[src/rtl/pesa_pkg.sv]
package pesa_pkg;
    typedef enum logic [2:0] {
        ST_IDLE,
        ST_PGM_RUN,
        ST_ERS_RUN,
        ST_PGM_HOLD,
        ST_ERS_HOLD,
        ST_ERS_HOLD_PGM
    } pesa_state_e;
endpackage

[src/rtl/pesa_gate.sv]
module pesa_gate
    import pesa_pkg::*;
#(
    parameter int BLK_W = 6
) (
    input  pesa_state_e      state_i,
    input  logic             req_read_i,
    input  logic             req_prog_i,
    input  logic             req_erase_i,
    input  logic [BLK_W-1:0] req_blk_i,
    input  logic [BLK_W-1:0] pgm_blk_i,
    input  logic [BLK_W-1:0] ers_blk_i,
    output logic             read_ok_o,
    output logic             prog_ok_o,
    output logic             erase_ok_o
);
    logic hits_pgm;
    logic hits_ers;

    assign hits_pgm = (req_blk_i == pgm_blk_i);
    assign hits_ers = (req_blk_i == ers_blk_i);

    always_comb begin
        read_ok_o  = 1'b0;
        prog_ok_o  = 1'b0;
        erase_ok_o = 1'b0;
        unique case (state_i)
            ST_IDLE: begin
                read_ok_o  = req_read_i;
                prog_ok_o  = req_prog_i;
                erase_ok_o = req_erase_i && !req_prog_i;
            end
            ST_PGM_HOLD: begin
                read_ok_o = req_read_i && !hits_pgm;
            end
            ST_ERS_HOLD: begin
                read_ok_o = req_read_i && !hits_ers;
                prog_ok_o = req_prog_i && !hits_ers;
            end
            default: begin
                read_ok_o  = 1'b0;
                prog_ok_o  = 1'b0;
                erase_ok_o = 1'b0;
            end
        endcase
    end
endmodule

[src/rtl/pesa_fsm.sv]
module pesa_fsm
    import pesa_pkg::*;
#(
    parameter int BLK_W = 6
) (
    input  logic             clk,
    input  logic             rst_n,
    input  logic             prog_go_i,
    input  logic             erase_go_i,
    input  logic [BLK_W-1:0] blk_i,
    input  logic             suspend_i,
    input  logic             resume_i,
    input  logic             done_i,
    input  logic             fail_i,
    output pesa_state_e      state_o,
    output logic [BLK_W-1:0] pgm_blk_o,
    output logic [BLK_W-1:0] ers_blk_o,
    output logic             ready_o,
    output logic             susp_o
);
    pesa_state_e      state_q, state_d;
    logic             pend_q, pend_d;
    logic [BLK_W-1:0] pgm_blk_q, ers_blk_q;
    logic             end_op;

    assign end_op = done_i || fail_i;

    always_comb begin
        state_d = state_q;
        pend_d  = pend_q;
        unique case (state_q)
            ST_IDLE: begin
                if (prog_go_i)       state_d = ST_PGM_RUN;
                else if (erase_go_i) state_d = ST_ERS_RUN;
            end
            ST_PGM_RUN: begin
                if (end_op)         state_d = ST_IDLE;
                else if (suspend_i) state_d = ST_PGM_HOLD;
            end
            ST_ERS_RUN: begin
                if (end_op)         state_d = ST_IDLE;
                else if (suspend_i) state_d = ST_ERS_HOLD;
            end
            ST_PGM_HOLD: begin
                if (resume_i) state_d = ST_PGM_RUN;
            end
            ST_ERS_HOLD: begin
                if (prog_go_i) begin
                    state_d = ST_ERS_HOLD_PGM;
                    pend_d  = resume_i;
                end else if (resume_i) begin
                    state_d = ST_ERS_RUN;
                end
            end
            ST_ERS_HOLD_PGM: begin
                if (end_op) begin
                    state_d = (pend_q || resume_i) ? ST_ERS_RUN : ST_ERS_HOLD;
                    pend_d  = 1'b0;
                end else if (resume_i) begin
                    pend_d = 1'b1;
                end
            end
            default: begin
                state_d = ST_IDLE;
                pend_d  = 1'b0;
            end
        endcase
    end

    always_ff @(posedge clk or negedge rst_n) begin
        if (!rst_n) begin
            state_q   <= ST_IDLE;
            pend_q    <= 1'b0;
            pgm_blk_q <= '0;
            ers_blk_q <= '0;
        end else begin
            state_q <= state_d;
            pend_q  <= pend_d;
            if (prog_go_i)  pgm_blk_q <= blk_i;
            if (erase_go_i) ers_blk_q <= blk_i;
        end
    end

    always_comb begin
        ready_o = 1'b0;
        susp_o  = 1'b0;
        unique case (state_q)
            ST_IDLE:         ready_o = 1'b1;
            ST_PGM_HOLD,
            ST_ERS_HOLD: begin
                ready_o = 1'b1;
                susp_o  = 1'b1;
            end
            ST_ERS_HOLD_PGM: susp_o = 1'b1;
            default: begin
                ready_o = 1'b0;
                susp_o  = 1'b0;
            end
        endcase
    end

    assign state_o   = state_q;
    assign pgm_blk_o = pgm_blk_q;
    assign ers_blk_o = ers_blk_q;

    p_susp_pgm_r4: assert property (@(posedge clk) disable iff (!rst_n)
        (state_q == ST_PGM_RUN && suspend_i && !end_op) |=> (state_q == ST_PGM_HOLD));
    p_susp_ers_r4: assert property (@(posedge clk) disable iff (!rst_n)
        (state_q == ST_ERS_RUN && suspend_i && !end_op) |=> (state_q == ST_ERS_HOLD));
    p_erase_start_r7: assert property (@(posedge clk) disable iff (!rst_n)
        erase_go_i |=> (state_q == ST_ERS_RUN));
    p_idle_quiet_r11: assert property (@(posedge clk) disable iff (!rst_n)
        (state_q == ST_IDLE && !prog_go_i && !erase_go_i) |=> (state_q == ST_IDLE));
    p_done_wins_r12: assert property (@(posedge clk) disable iff (!rst_n)
        ((state_q == ST_PGM_RUN || state_q == ST_ERS_RUN) && done_i) |=> (state_q == ST_IDLE));
    p_nested_hold_r9: assert property (@(posedge clk) disable iff (!rst_n)
        (state_q == ST_ERS_HOLD_PGM && !end_op) |=> (state_q == ST_ERS_HOLD_PGM));
endmodule

[src/rtl/pesa_errflag.sv]
module pesa_errflag
    import pesa_pkg::*;
(
    input  logic        clk,
    input  logic        rst_n,
    input  pesa_state_e state_i,
    input  logic        fail_i,
    input  logic        clear_i,
    output logic        err_o
);
    logic err_q;
    logic running;

    assign running = (state_i == ST_PGM_RUN) || (state_i == ST_ERS_RUN) ||
                     (state_i == ST_ERS_HOLD_PGM);

    always_ff @(posedge clk or negedge rst_n) begin
        if (!rst_n)                 err_q <= 1'b0;
        else if (fail_i && running) err_q <= 1'b1;
        else if (clear_i)           err_q <= 1'b0;
    end

    assign err_o = err_q;

    p_err_sticky_r10: assert property (@(posedge clk) disable iff (!rst_n)
        (err_q && !clear_i) |=> err_q);
    p_err_set_r10: assert property (@(posedge clk) disable iff (!rst_n)
        (fail_i && running) |=> err_q);
endmodule

[src/rtl/pesa_top.sv]
module pesa_top
    import pesa_pkg::*;
#(
    parameter int BLK_W = 6
) (
    input  logic             clk,
    input  logic             rst_n,
    input  logic             req_read,
    input  logic             req_prog,
    input  logic             req_erase,
    input  logic [BLK_W-1:0] req_blk,
    input  logic             cmd_suspend,
    input  logic             cmd_resume,
    input  logic             clr_status,
    input  logic             eng_done,
    input  logic             eng_fail,
    output logic             ready,
    output logic             suspended,
    output logic             err_flag,
    output logic             read_ok,
    output logic             read_rej,
    output logic             prog_ok,
    output logic             prog_rej,
    output logic             erase_ok,
    output logic             erase_rej
);
    pesa_state_e      state;
    logic [BLK_W-1:0] pgm_blk;
    logic [BLK_W-1:0] ers_blk;

    pesa_gate #(.BLK_W(BLK_W)) gate_i (
        .state_i    (state),
        .req_read_i (req_read),
        .req_prog_i (req_prog),
        .req_erase_i(req_erase),
        .req_blk_i  (req_blk),
        .pgm_blk_i  (pgm_blk),
        .ers_blk_i  (ers_blk),
        .read_ok_o  (read_ok),
        .prog_ok_o  (prog_ok),
        .erase_ok_o (erase_ok)
    );

    pesa_fsm #(.BLK_W(BLK_W)) fsm_i (
        .clk       (clk),
        .rst_n     (rst_n),
        .prog_go_i (prog_ok),
        .erase_go_i(erase_ok),
        .blk_i     (req_blk),
        .suspend_i (cmd_suspend),
        .resume_i  (cmd_resume),
        .done_i    (eng_done),
        .fail_i    (eng_fail),
        .state_o   (state),
        .pgm_blk_o (pgm_blk),
        .ers_blk_o (ers_blk),
        .ready_o   (ready),
        .susp_o    (suspended)
    );

    pesa_errflag err_i (
        .clk    (clk),
        .rst_n  (rst_n),
        .state_i(state),
        .fail_i (eng_fail),
        .clear_i(clr_status),
        .err_o  (err_flag)
    );

    assign read_rej  = req_read  && !read_ok;
    assign prog_rej  = req_prog  && !prog_ok;
    assign erase_rej = req_erase && !erase_ok;

    p_busy_refuse_r3: assert property (@(posedge clk) disable iff (!rst_n)
        !ready |-> (!read_ok && !prog_ok && !erase_ok));
    p_erase_idle_r7: assert property (@(posedge clk) disable iff (!rst_n)
        erase_ok |-> (ready && !suspended));
    p_ers_hold_blk_r5: assert property (@(posedge clk) disable iff (!rst_n)
        (state == ST_ERS_HOLD && (read_ok || prog_ok)) |-> (req_blk != ers_blk));
    p_pgm_hold_r6: assert property (@(posedge clk) disable iff (!rst_n)
        (state == ST_PGM_HOLD) |-> (!prog_ok && !erase_ok && (!read_ok || req_blk != pgm_blk)));
endmodule

[config.mk]
export PLATFORM = sky130hd
export DESIGN_NAME = pesa_top
export DESIGN_NICKNAME = d
export VERILOG_FILES = /design/src/rtl/pesa_pkg.sv /design/src/rtl/pesa_gate.sv /design/src/rtl/pesa_fsm.sv /design/src/rtl/pesa_errflag.sv /design/src/rtl/pesa_top.sv
export SDC_FILE = /design/constraint.sdc
export NUM_CORES = 1
export LEC_CHECK = 0
export ABC_CLOCK_PERIOD_IN_PS = 2050
export BUFFER_PORTS_ARGS = -buffer_cell sky130_fd_sc_hd__buf_2
export CAP_MARGIN = 20
export CORE_AREA = 4 4 50 52
export DETAILED_ROUTE_END_ITERATION = 7
export DIE_AREA = 0 0 54 56
export HOLD_SLACK_MARGIN = 0.12
export PLACE_DENSITY = 0.75
export SLEW_MARGIN = 25
export SYNTH_ARGS = -nofsm -noshare
export SYNTH_HDL_FRONTEND = slang
export SYNTH_SLANG_ARGS = --single-unit
[constraint.sdc]
create_clock -name clk -period 2.05 [get_ports clk]
set_clock_uncertainty 0.2 [all_clocks]
set_input_delay 0.41 -clock clk [delete_from_list [all_inputs] [get_ports clk]]
set_output_delay 0.41 -clock clk [all_outputs]
set_load 0.005 [all_outputs]
# Word level (Yosys, flattened, before mapping)
# Index checks and enable logic that the tools add are counted.
totals:
  reg_bits: 17
  in_bits: 16
  word_cells: 69
classes:
  bitwise_logic: 1
  muxes: 23
  eq_ne: 15
  reduce_logical: 25
op_table:
  columns: ["op", "count"]
  rows:
  - ["3-bit 2-to-1 mux", 11]
  - ["3-bit case mux with 6 select lines", 1]
  - ["3-bit inequality test (second input constant)", 5]
  - ["6-bit == test", 2]
  - ["1-bit logical AND", 8]
  - ["1-bit 2-to-1 mux", 8]
  - ["3-bit by 2-bit == test with 1-bit output (second input constant)", 2]
  - ["3-bit == test (second input constant)", 2]
  - ["1-bit logical NOT", 6]
  - ["2-bit inequality test (second input constant)", 3]
  - ["1-bit case mux with 3 select lines", 2]
  - ["6-bit AND reduction", 1]
  - ["3-bit OR reduction", 2]
  - ["1-bit logical OR", 4]
  - ["4-bit OR reduction", 1]
  - ["3-bit by 1-bit == test with 1-bit output (second input constant)", 1]
  - ["3-bit logical NOT", 1]
  - ["3-bit AND reduction", 1]
  - ["1-bit case mux with 2 select lines", 1]
  - ["2-bit nonzero test", 1]
  - ["1-bit inverter", 1]

# Depth between registers and ports, before layout
# Gate-level depths: netlist of the first run.
depth:
  word_depth: 6
  depth_mapped: 6
  mapped_depth_nobuf: 5

# Cells and area by module
# From an unflattened synthesis of the first run, not the netlist that was laid out.
unflattened:
  hier_cells: 98
  hier_area_um2: 1058.5
modules_own_cells:
  columns: ["module", "cells_per_inst", "seq_area_each_um2", "instances", "area_per_inst_um2"]
  rows:
  - ["pesa_fsm", 68, 400.4, 1, 790.8]
  - ["pesa_gate", 22, 0.0, 1, 171.4]
  - ["pesa_errflag", 5, 25.0, 1, 55.1]
  - ["pesa_top", 3, 0.0, 1, 41.3]

# Least setup slack after synthesis of the first run
# OpenSTA, ideal clock, no wires.
synth_path:
  path_type: "input-to-reg"
  from: "in req_blk[5]"
  to: "reg fsm_i.pgm_blk_q[0], in the netlist fsm_i.pgm_blk_o[0]"
  required_time_ps: 1725
  arrival_time_ps: 1570
  stages: 6
  path_buffers: 1
  slack_ps: 155
  setup_time_ps: 125
  cell_sequence: "xor2_1 > nor4_2 > nand3_1 > and3_1 > buf_6 > mux2_4"
synth_via:
  elab_chain_len: 4
synth_lines:
  columns: ["item", "line", "rtl"]
  rows:
  - ["start: declaration", "pesa_top.sv:11", "input logic [BLK_W-1:0] req_blk,"]
  - ["6-bit == test", "pesa_gate.sv:21", "assign hits_ers = (req_blk_i == ers_blk_i);"]
  - ["1-bit logical NOT", "pesa_gate.sv:38", "prog_ok_o = req_prog_i && !hits_ers;"]
  - ["1-bit logical AND", "pesa_gate.sv:38", null]
  - ["1-bit case mux with 2 select lines", "pesa_gate.sv:27", "unique case (state_i)"]
  - ["named net prog_ok", "pesa_top.sv:22", "output logic prog_ok,"]
  - ["end signal: assignment", "pesa_fsm.sv:79", "if (prog_go_i) pgm_blk_q <= blk_i;"]
  - ["end: declaration", "pesa_fsm.sv:23", "logic [BLK_W-1:0] pgm_blk_q, ers_blk_q;"]
# The timed path passes the listed nets, and every way through them passes these cells.
# A chain may end at the register's enable or synchronous reset.

# Final worst setup path of the first run
layout_path:
  from: "reg fsm_i.ers_blk_q[0], in the netlist fsm_i.ers_blk_o[0]"
  to: "out read_rej"
layout_via:
  elab_chain_len: 6
layout_lines:
  columns: ["item", "line", "rtl"]
  rows:
  - ["start: declaration", "pesa_fsm.sv:23", null]
  - ["start signal: assignment", "pesa_fsm.sv:80", "if (erase_go_i) ers_blk_q <= blk_i;"]
  - ["6-bit == test", "pesa_gate.sv:21", null]
  - ["1-bit logical NOT", "pesa_gate.sv:37", "read_ok_o = req_read_i && !hits_ers;"]
  - ["1-bit logical AND", "pesa_gate.sv:37", null]
  - ["1-bit case mux with 3 select lines", "pesa_gate.sv:27", null]
  - ["1-bit logical NOT", "pesa_top.sv:70", "assign read_rej = req_read && !read_ok;"]
  - ["1-bit logical AND", "pesa_top.sv:70", null]
  - ["end: declaration", "pesa_top.sv:21", "output logic read_rej,"]
# Every way passes these cells.

==> results of run 1 <==
[through the flow]
stage	hold WS, ps	power [mW]	instance area, um2	cells	setup TNS, ps
after floorplan	-85.59	1.231	1028	100	0
after global placement	148.3	1.467	1230	156	-849.5
after detailed placement	155.5	1.499	1230	156	-1249
after CTS	145.4	1.735	1310	163	-1293
after global routing	160.1	1.905	1328	164	-2338
final	142.8	1.746	1328	164	-1224
[logic make-up (layout without fill, tap and decap cells)]
logic type,count (synthesis),in the layout
buf+inv,9,45
simple gates,30,30
compound gates,20,20
xor+xnor,12,12
mux,12,12
flops,17,17
[routing by layer]
metal	up-vias	global-route usage [%]	share of wire (%)
li1	425	-	-
met1	416	21.72	41
met2	25	27.68	51
met3	2	3.753	7.0
met4	0	3.203	0.27
met5	-	0	0
[flip-flops by register name (all words and copies together), names as in the netlist]
register and flops:
fsm_i.pend_q 1, fsm_i.state_o 3, fsm_i.pgm_blk_o 6, fsm_i.ers_blk_o 6, err_i.err_o 1
[synth_stat cells (2+ instances only)]
cell	count
dfrtp_1	17
buf_4	2
nand2_1	4
nor2_1	8
xnor2_1	2
a31oi_1	2
a21oi_1	3
nand2b_1	3
o21ai_0	7
mux2_2	6
inv_1	4
xor2_1	10
nand3_1	4
mux2_4	6
clkbuf_1	2
nor2b_1	2
[power by group]
group          switching [mW]  internal (mW)  leakage [nW]
logic                   0.391          0.527         0.405
clock network           0.106         0.0725        0.0177
registers               0.147          0.503         0.205
total                   0.644           1.10         0.628
[worst paths after layout]
kind,depth (start not counted),slack [ps],endpoint
min reg2reg,2,330,err_i.err_o
max in group asynchronous,2,1010,fsm_i.ers_blk_o[5]
min,3,140,err_i.err_o
max reg2reg,7,-50,fsm_i.pgm_blk_o[0]
min in group asynchronous,2,360,fsm_i.pgm_blk_o[4]
max,6,-310,read_rej
[layout make-up]
| class | count | share of cell area [%] |
|---|---|---|
| inverter | 4 | 1.131 |
| clock inverter | 1 | 0.3770 |
| multi-input combinational | 74 | 43.36 |
| timing repair buffer | 37 | 18.76 |
| clock buffer | 3 | 1.697 |
| sequential | 17 | 32.05 |
| tap | 28 | 2.639 |
[tightest hold or removal path, delay by kind of cell]
| family | cells | cell delay [ps] |
|---|---|---|
| and+or+nand+nor | 1 | 40 |
| AOI/OAI and AO/OA | 1 | 60 |
| buffers and inverters | 1 | 80 |
[timing repair]
action,in CTS,in global routing
resized for setup,7,3
endpoints found under the hold margin,18,0
hold buffers,2,0
setup buffers,1,1
pin swaps,2,6
endpoints found under the setup margin,10,14
==> metrics.txt, run 1 <==
outcome finished with violations; failing checks negative setup slack; Final WS setup -311.5 ps; router iterations before antenna repair 4; min-delay src eng_fail; share of the yosys chip area belonging to registers 41.36%; largest family of logic cells by synthesized area simple AND/OR/NAND/NOR gates; Slowest cell on crit path dfrtp_1; relative max-transition margin 74.08%; Worst setup EP type output pin; share of cells above drive strength 1 42.65%; crit-path max FO 3; Max-Cap Viols 0; die area 3024 um2; Iter 0 DRT Violations 6; Setup violations, final 10; row cnt 17; total I/O pin count 25; Buf/Inv on CP 1; Reg area 425.4 um2; fraction of registers with async set/reset 100.0%; most common cell after layout, fill and taps aside buf_2; crit path time final 2361 ps; Post-Synth Adder-Cell Area 0%; initial core utilization between 40% and 50%; HPWL after DPL 1645 um; vias per std cell 5.293; syn avg cell area 10.28 um2; Synth Area in Compound Gates 12.65%; Fmax achieved 423.5 MHz; multiplexer share of the synthesized area between 15 and 20%; Yosys top cell area share 41.36%; Peak VDD IR slightly above 0.9 mV; cts bufs inserted 3; number of enable flip-flop cells after synthesis 0; critical path, cell by cell xor2_1 > nor4_2 > nand3_2 > a21oi_2 > and2_1 > buf_2; gpl congestion 0.7668; main area contributors after synthesis dfrtp_1 41%, mux2_4 8.8%, xor2_1 8.5%, mux2_2 6.6%, o21ai_0 3.4%; Worst EP required 1440 ps; library cells used by synthesis 34; Lkg Pwr 0.6279 nW; Synth warnings 0; Largest stage delay, worst path 400 ps; final worst path period share 115.2%; CTS tree done; vias in the first global route 874; critical setup path kind reg2out; worst min path class in2reg; Worst Path Arrival 1750 ps; Slew Limit Fails 0; Hold Fails Final Rpt 0; syn_nets ~120; Critical Path Start Type flip-flop; Cell Pwr Density 1315 nW/um2; largest net degree at the start of global routing 18; family with the most delay on the worst path simple AND/OR/NAND/NOR gates; cells after synthesis 100; Area Growth Syn to Fin 29.08%; first-pass GRT wire length 3843 um; clk_lat worst skew 290 ps; WL/cell 13.41 um; Post-Route Utilization between 60% and 70%; simple-gate share of the synthesized area approximately 16%; DRT Wirelength roughly 2200 um; placement-stage worst setup slack -146.8 ps; Clock Path Buffers 2; Synth Register Bits 17; largest area contributor in the netlist dfrtp_1; Reg clk slew, reported paths 100 ps; Vias 868; Final nets 153; RSZ-0062 raised after global routing yes; core area 2106 um2; Overflow after GRT 0; Root Buffer clkbuf_4; fillers 177; Post-DRT Antenna Nets 0; chip width 54 um; Post-Synth XOR/XNOR Area around a tenth; Total Routing Usage GR 16.65%; Die Y 56 um; Worst Setup SP fsm_i.ers_blk_o[0]; Worst-Margin Slew between 300 and 400 ps; H-tree depth 1; most frequent cells in the layout 23 x buf_2, 17 x dfrtp_1, 10 x xor2_1; # DRC 0; initial antenna violation count 0; # diodes 0; Main synth FF type dfrtp_1; Sink Count 17; Post-Syn Area 1028 um2; IO buf count 24; area of the multi-input gates between 500 and 600 um2; reg2reg start fsm_i.ers_blk_o[0]
Note: power is estimated with default switching activity, not from simulation.
==> run 2, diff against run 1 <==
- ABC_AREA: not set -> 1
- CORE_AREA: 4 4 50 52 -> 4 4 54 56
- DIE_AREA: 0 0 54 56 -> 0 0 58 60
- PLACE_DENSITY: 0.75 -> 0.76
==> run 2 against run 1 <==
  * The run still ends with negative setup slack left
  * Final area increased by 24%
  * Non-clock buffer count rose by 4
  * Die area is 15% higher
  * Area after synthesis grew 25%
  * Core utilization increased by 4.7 points
  * Sequential power fell by 6.8%
  * Flip-flop and latch count is the same
  * Register-to-register slack improved by 150 ps
  * Hold slack gained 32 ps
  * Count of clock-buffer cells in the layout stayed put
  * Sequential share of layout area down 6.2 points
  * Combinational power rose by 38%
  * Highest routed layer unchanged
==> metrics.txt, run 2 <==
Synth warnings 0 (unchanged); Post-Syn Area 1286 um2 (was 1028 um2); Overflow after GRT 0 (unchanged); Setup violations, final 3 (was 10); core area 2432 um2 (was 2106 um2); main area contributors after synthesis dfrtp_1 33%, nand2_1 13%, nor2_1 6.1%, inv_1 5.8%, nand2_2 5.8% (was dfrtp_1 41%, mux2_4 8.8%, xor2_1 8.5%, mux2_2 6.6%, o21ai_0 3.4%); share of cells above drive strength 1 47.27% (was 42.65%); Worst setup EP type output pin (unchanged); Peak VDD IR 0.7548 mV (was 0.9324 mV); Pwr Total 2.067 mW (was 1.746 mW); Largest stage delay, worst path 390 ps (was 400 ps); Yosys top cell area share 33.07% (was 41.36%); count leader, synth nand2_1 (was dfrtp_1); clk_lat worst skew 300 ps (was 290 ps); failing checks negative setup slack (unchanged); gpl congestion 0.8613 (was 0.7668); Area Growth Syn to Fin 28.11% (was 29.08%); total I/O pin count 25 (unchanged); RSZ-0062 raised after global routing yes (unchanged); Commonest cells post-synth 43 x nand2_1, 21 x nor2_1, 20 x inv_1, 17 x dfrtp_1, 12 x nand2_2 (was 17 x dfrtp_1, 10 x xor2_1, 8 x nor2_1, 7 x o21ai_0); syn avg cell area 7.226 um2 (was 10.28 um2); Post-DRT Antenna Nets 0 (unchanged); most frequent cells in the layout 39 x nand2_1, 23 x buf_2, 17 x nor2_1 (was 23 x buf_2, 17 x dfrtp_1, 10 x xor2_1); largest area contributor in the netlist dfrtp_1 (unchanged); IO buf count 24 (unchanged); Worst EP required 1440 ps (about the same); most common cell after layout, fill and taps aside nand2_1 (was buf_2); final worst path period share 106.7% (was 115.2%); vias per std cell 5.220 (was 5.293); Vias 1,305 (was 868); CTS tree done (unchanged); switching power 966.8 uW (was 643.8 uW); Sw Share 46.78% (was 36.87%); vias in the first global route 1,242 (was 874); most used cell, CP nand2_1; Final nets 237 (was 153); Lkg Pwr 0.8952 nW (was 0.6279 nW); Final WS setup -136.7 ps (was -311.5 ps); row cnt 18 (was 17); Fmax achieved 457.3 MHz (was 423.5 MHz); Slew Limit Fails 0 (unchanged); library cells used by synthesis 32 (was 34); internal power 1.100 mW (was 1.102 mW); Iter 0 DRT Violations 62 (was 6); cts bufs inserted 3 (unchanged); family with the most delay on the worst path simple AND/OR/NAND/NOR gates (unchanged); Cell Pwr Density 1254 nW/um2 (was 1315 nW/um2); Reg clk slew, reported paths 100 ps (about the same); worst min path class in2reg (unchanged); cells after synthesis 178 (was 100); Clock Path Buffers 2 (unchanged); fraction of registers with async set/reset 100.0% (unchanged); critical setup path kind reg2out (unchanged); chip width 58 um (was 54 um); die area 3480 um2 (was 3024 um2); Critical Path Start Type flip-flop (unchanged); outcome finished with violations (unchanged); Hold Fails Final Rpt 0 (unchanged); crit-path max FO 3 (unchanged); Worst Path Arrival 1580 ps (was 1750 ps); WL/cell 13.25 um (was 13.41 um); DRT Wirelength 3312 um (was 2199 um); Flop pwr share 29.3% (was 37.2%); initial core utilization 52.88% (was 48.84%); initial antenna violation count 0 (unchanged); clock network power share 9.1% (was 10.2%); logic gate share of total power 61.6% (was 52.5%); Die Y 60 um (was 56 um); syn_nets 194 (was 116); share of the yosys chip area belonging to registers 33.07% (was 41.36%); router iterations before antenna repair 4 (unchanged); # diodes 0 (unchanged); Area after DPL 1435 um2 (was 1230 um2); Synth Register Bits 17 (unchanged); # DRC 0 (unchanged); Buf/Inv on CP 2 (was 1); Slowest cell on crit path dfrtp_1 (unchanged); Total Routing Usage GR 19.15% (was 16.65%); relative max-transition margin 73.97% (was 74.08%); Root Buffer clkbuf_4 (unchanged); Sink Count 17 (unchanged); H-tree depth 1 (unchanged); fin area 1648 um2 (was 1328 um2); crit path time final 2187 ps (was 2361 ps); Main synth FF type dfrtp_1 (unchanged); Max-Cap Viols 0 (unchanged); Post-Route Utilization 67.75% (was 63.04%); first-pass GRT wire length 5133 um (was 3843 um); critical path, cell by cell inv_1 > nand2_2 > nand2_1 > nor2_1 > nand2_1 > nor2_2 > o21ai_2 > and2_1 > buf_2 (was xor2_1 > nor4_2 > nand3_2 > a21oi_2 > and2_1 > buf_2); largest net degree at the start of global routing 18 (unchanged); HPWL after DPL 2194 um (was 1645 um); number of enable flip-flop cells after synthesis 0 (unchanged); Final TNS setup -275.7 ps (was -1224 ps); Worst-Margin Slew 390.5 ps (was 388.8 ps)
[run 2: cell count changes after synthesis, moves of 7 or more]
cell | before | now
nand2_1 | 4 | 43
nand2_2 | 0 | 12
nor2_1 | 8 | 21
xor2_1 | 10 | 3
inv_1 | 4 | 20
inv_2 | 0 | 9
[run 2: cells by family after synthesis]
logic type                after synthesis  synth area share, %
xor gates and xnor gates                4                2.724
DFF                                    17                33.07
AOI/OAI and AO/OA                      21                10.70
and+or+nand+nor                       103                41.54
buffers and inverters                  33                11.97
[run 2: area by class of cell]
cell class / instances / area, um2
inverters: 30 / 117.6
repair buffers: 41 / 266.5
multi-input cells: 128 / 772.0
clock inverters: 1 / 5.005
well taps: 30 / 37.54
fillers: 192 / 784.5
flip-flops and latches: 17 / 426.7
clock buffers: 3 / 22.52
[run 2: power by group through the flow]
| stage | logic (mW) | clock network, mW | registers (mW) |
|---|---|---|---|
| global route | 1.39 | 0.204 | 0.623 |
| global placement | 0.941 | 0 | 0.609 |
| detailed placement | 0.973 | 0 | 0.619 |
| finish | 1.27 | 0.189 | 0.606 |
| floorplan | 0.784 | 0 | 0.584 |
| CTS | 1.14 | 0.194 | 0.602 |
[run 2: what timing repair did]
item                       in CTS  in global routing
resized for setup              18                  9
hold buffers                    2                  0
hold endpoints to repair       18                  0
setup endpoints to repair       5                  8
buffers inserted                6                  5
pin swaps                       8                  7
[run 2: per-layer routing]
layer / track usage [%] / share of wire, %
met1: 22.40 / 42
met2: 34.35 / 50
met4: 7.616 / 2.6
met3: 3.672 / 5.4
met5: 0 / 0
[run 2: per-stage QoR]
stage	worst slack, ps	cells	hold slack, ps
floorplan	294.2	178	-85.59
global placement	5.965	233	150.0
detailed placement	-10.56	233	160.0
CTS	-88.65	245	169.5
global route	-196.6	250	195.6
finish	-136.7	250	174.5
[run 2: worst min-delay path: cells and delay by family]
kind          cells  cell delay [ps]
buf+inv           1              130
simple gates      2              110
[run 2: worst paths after layout]
kind,start,to,slack [ps],cells past startpoint
worst max-delay path,fsm_i.ers_blk_o[5],read_ok,-140,9
worst min-delay path,req_blk[0],fsm_i.pgm_blk_o[0],170,3
worst max register to register,fsm_i.state_o[2],fsm_i.state_o[1],100,10
worst min register to register,fsm_i.pend_q,fsm_i.pend_q,300,2
max in group asynchronous,rst_n,fsm_i.state_o[2],1000,2
min in group asynchronous,rst_n,fsm_i.ers_blk_o[3],350,2
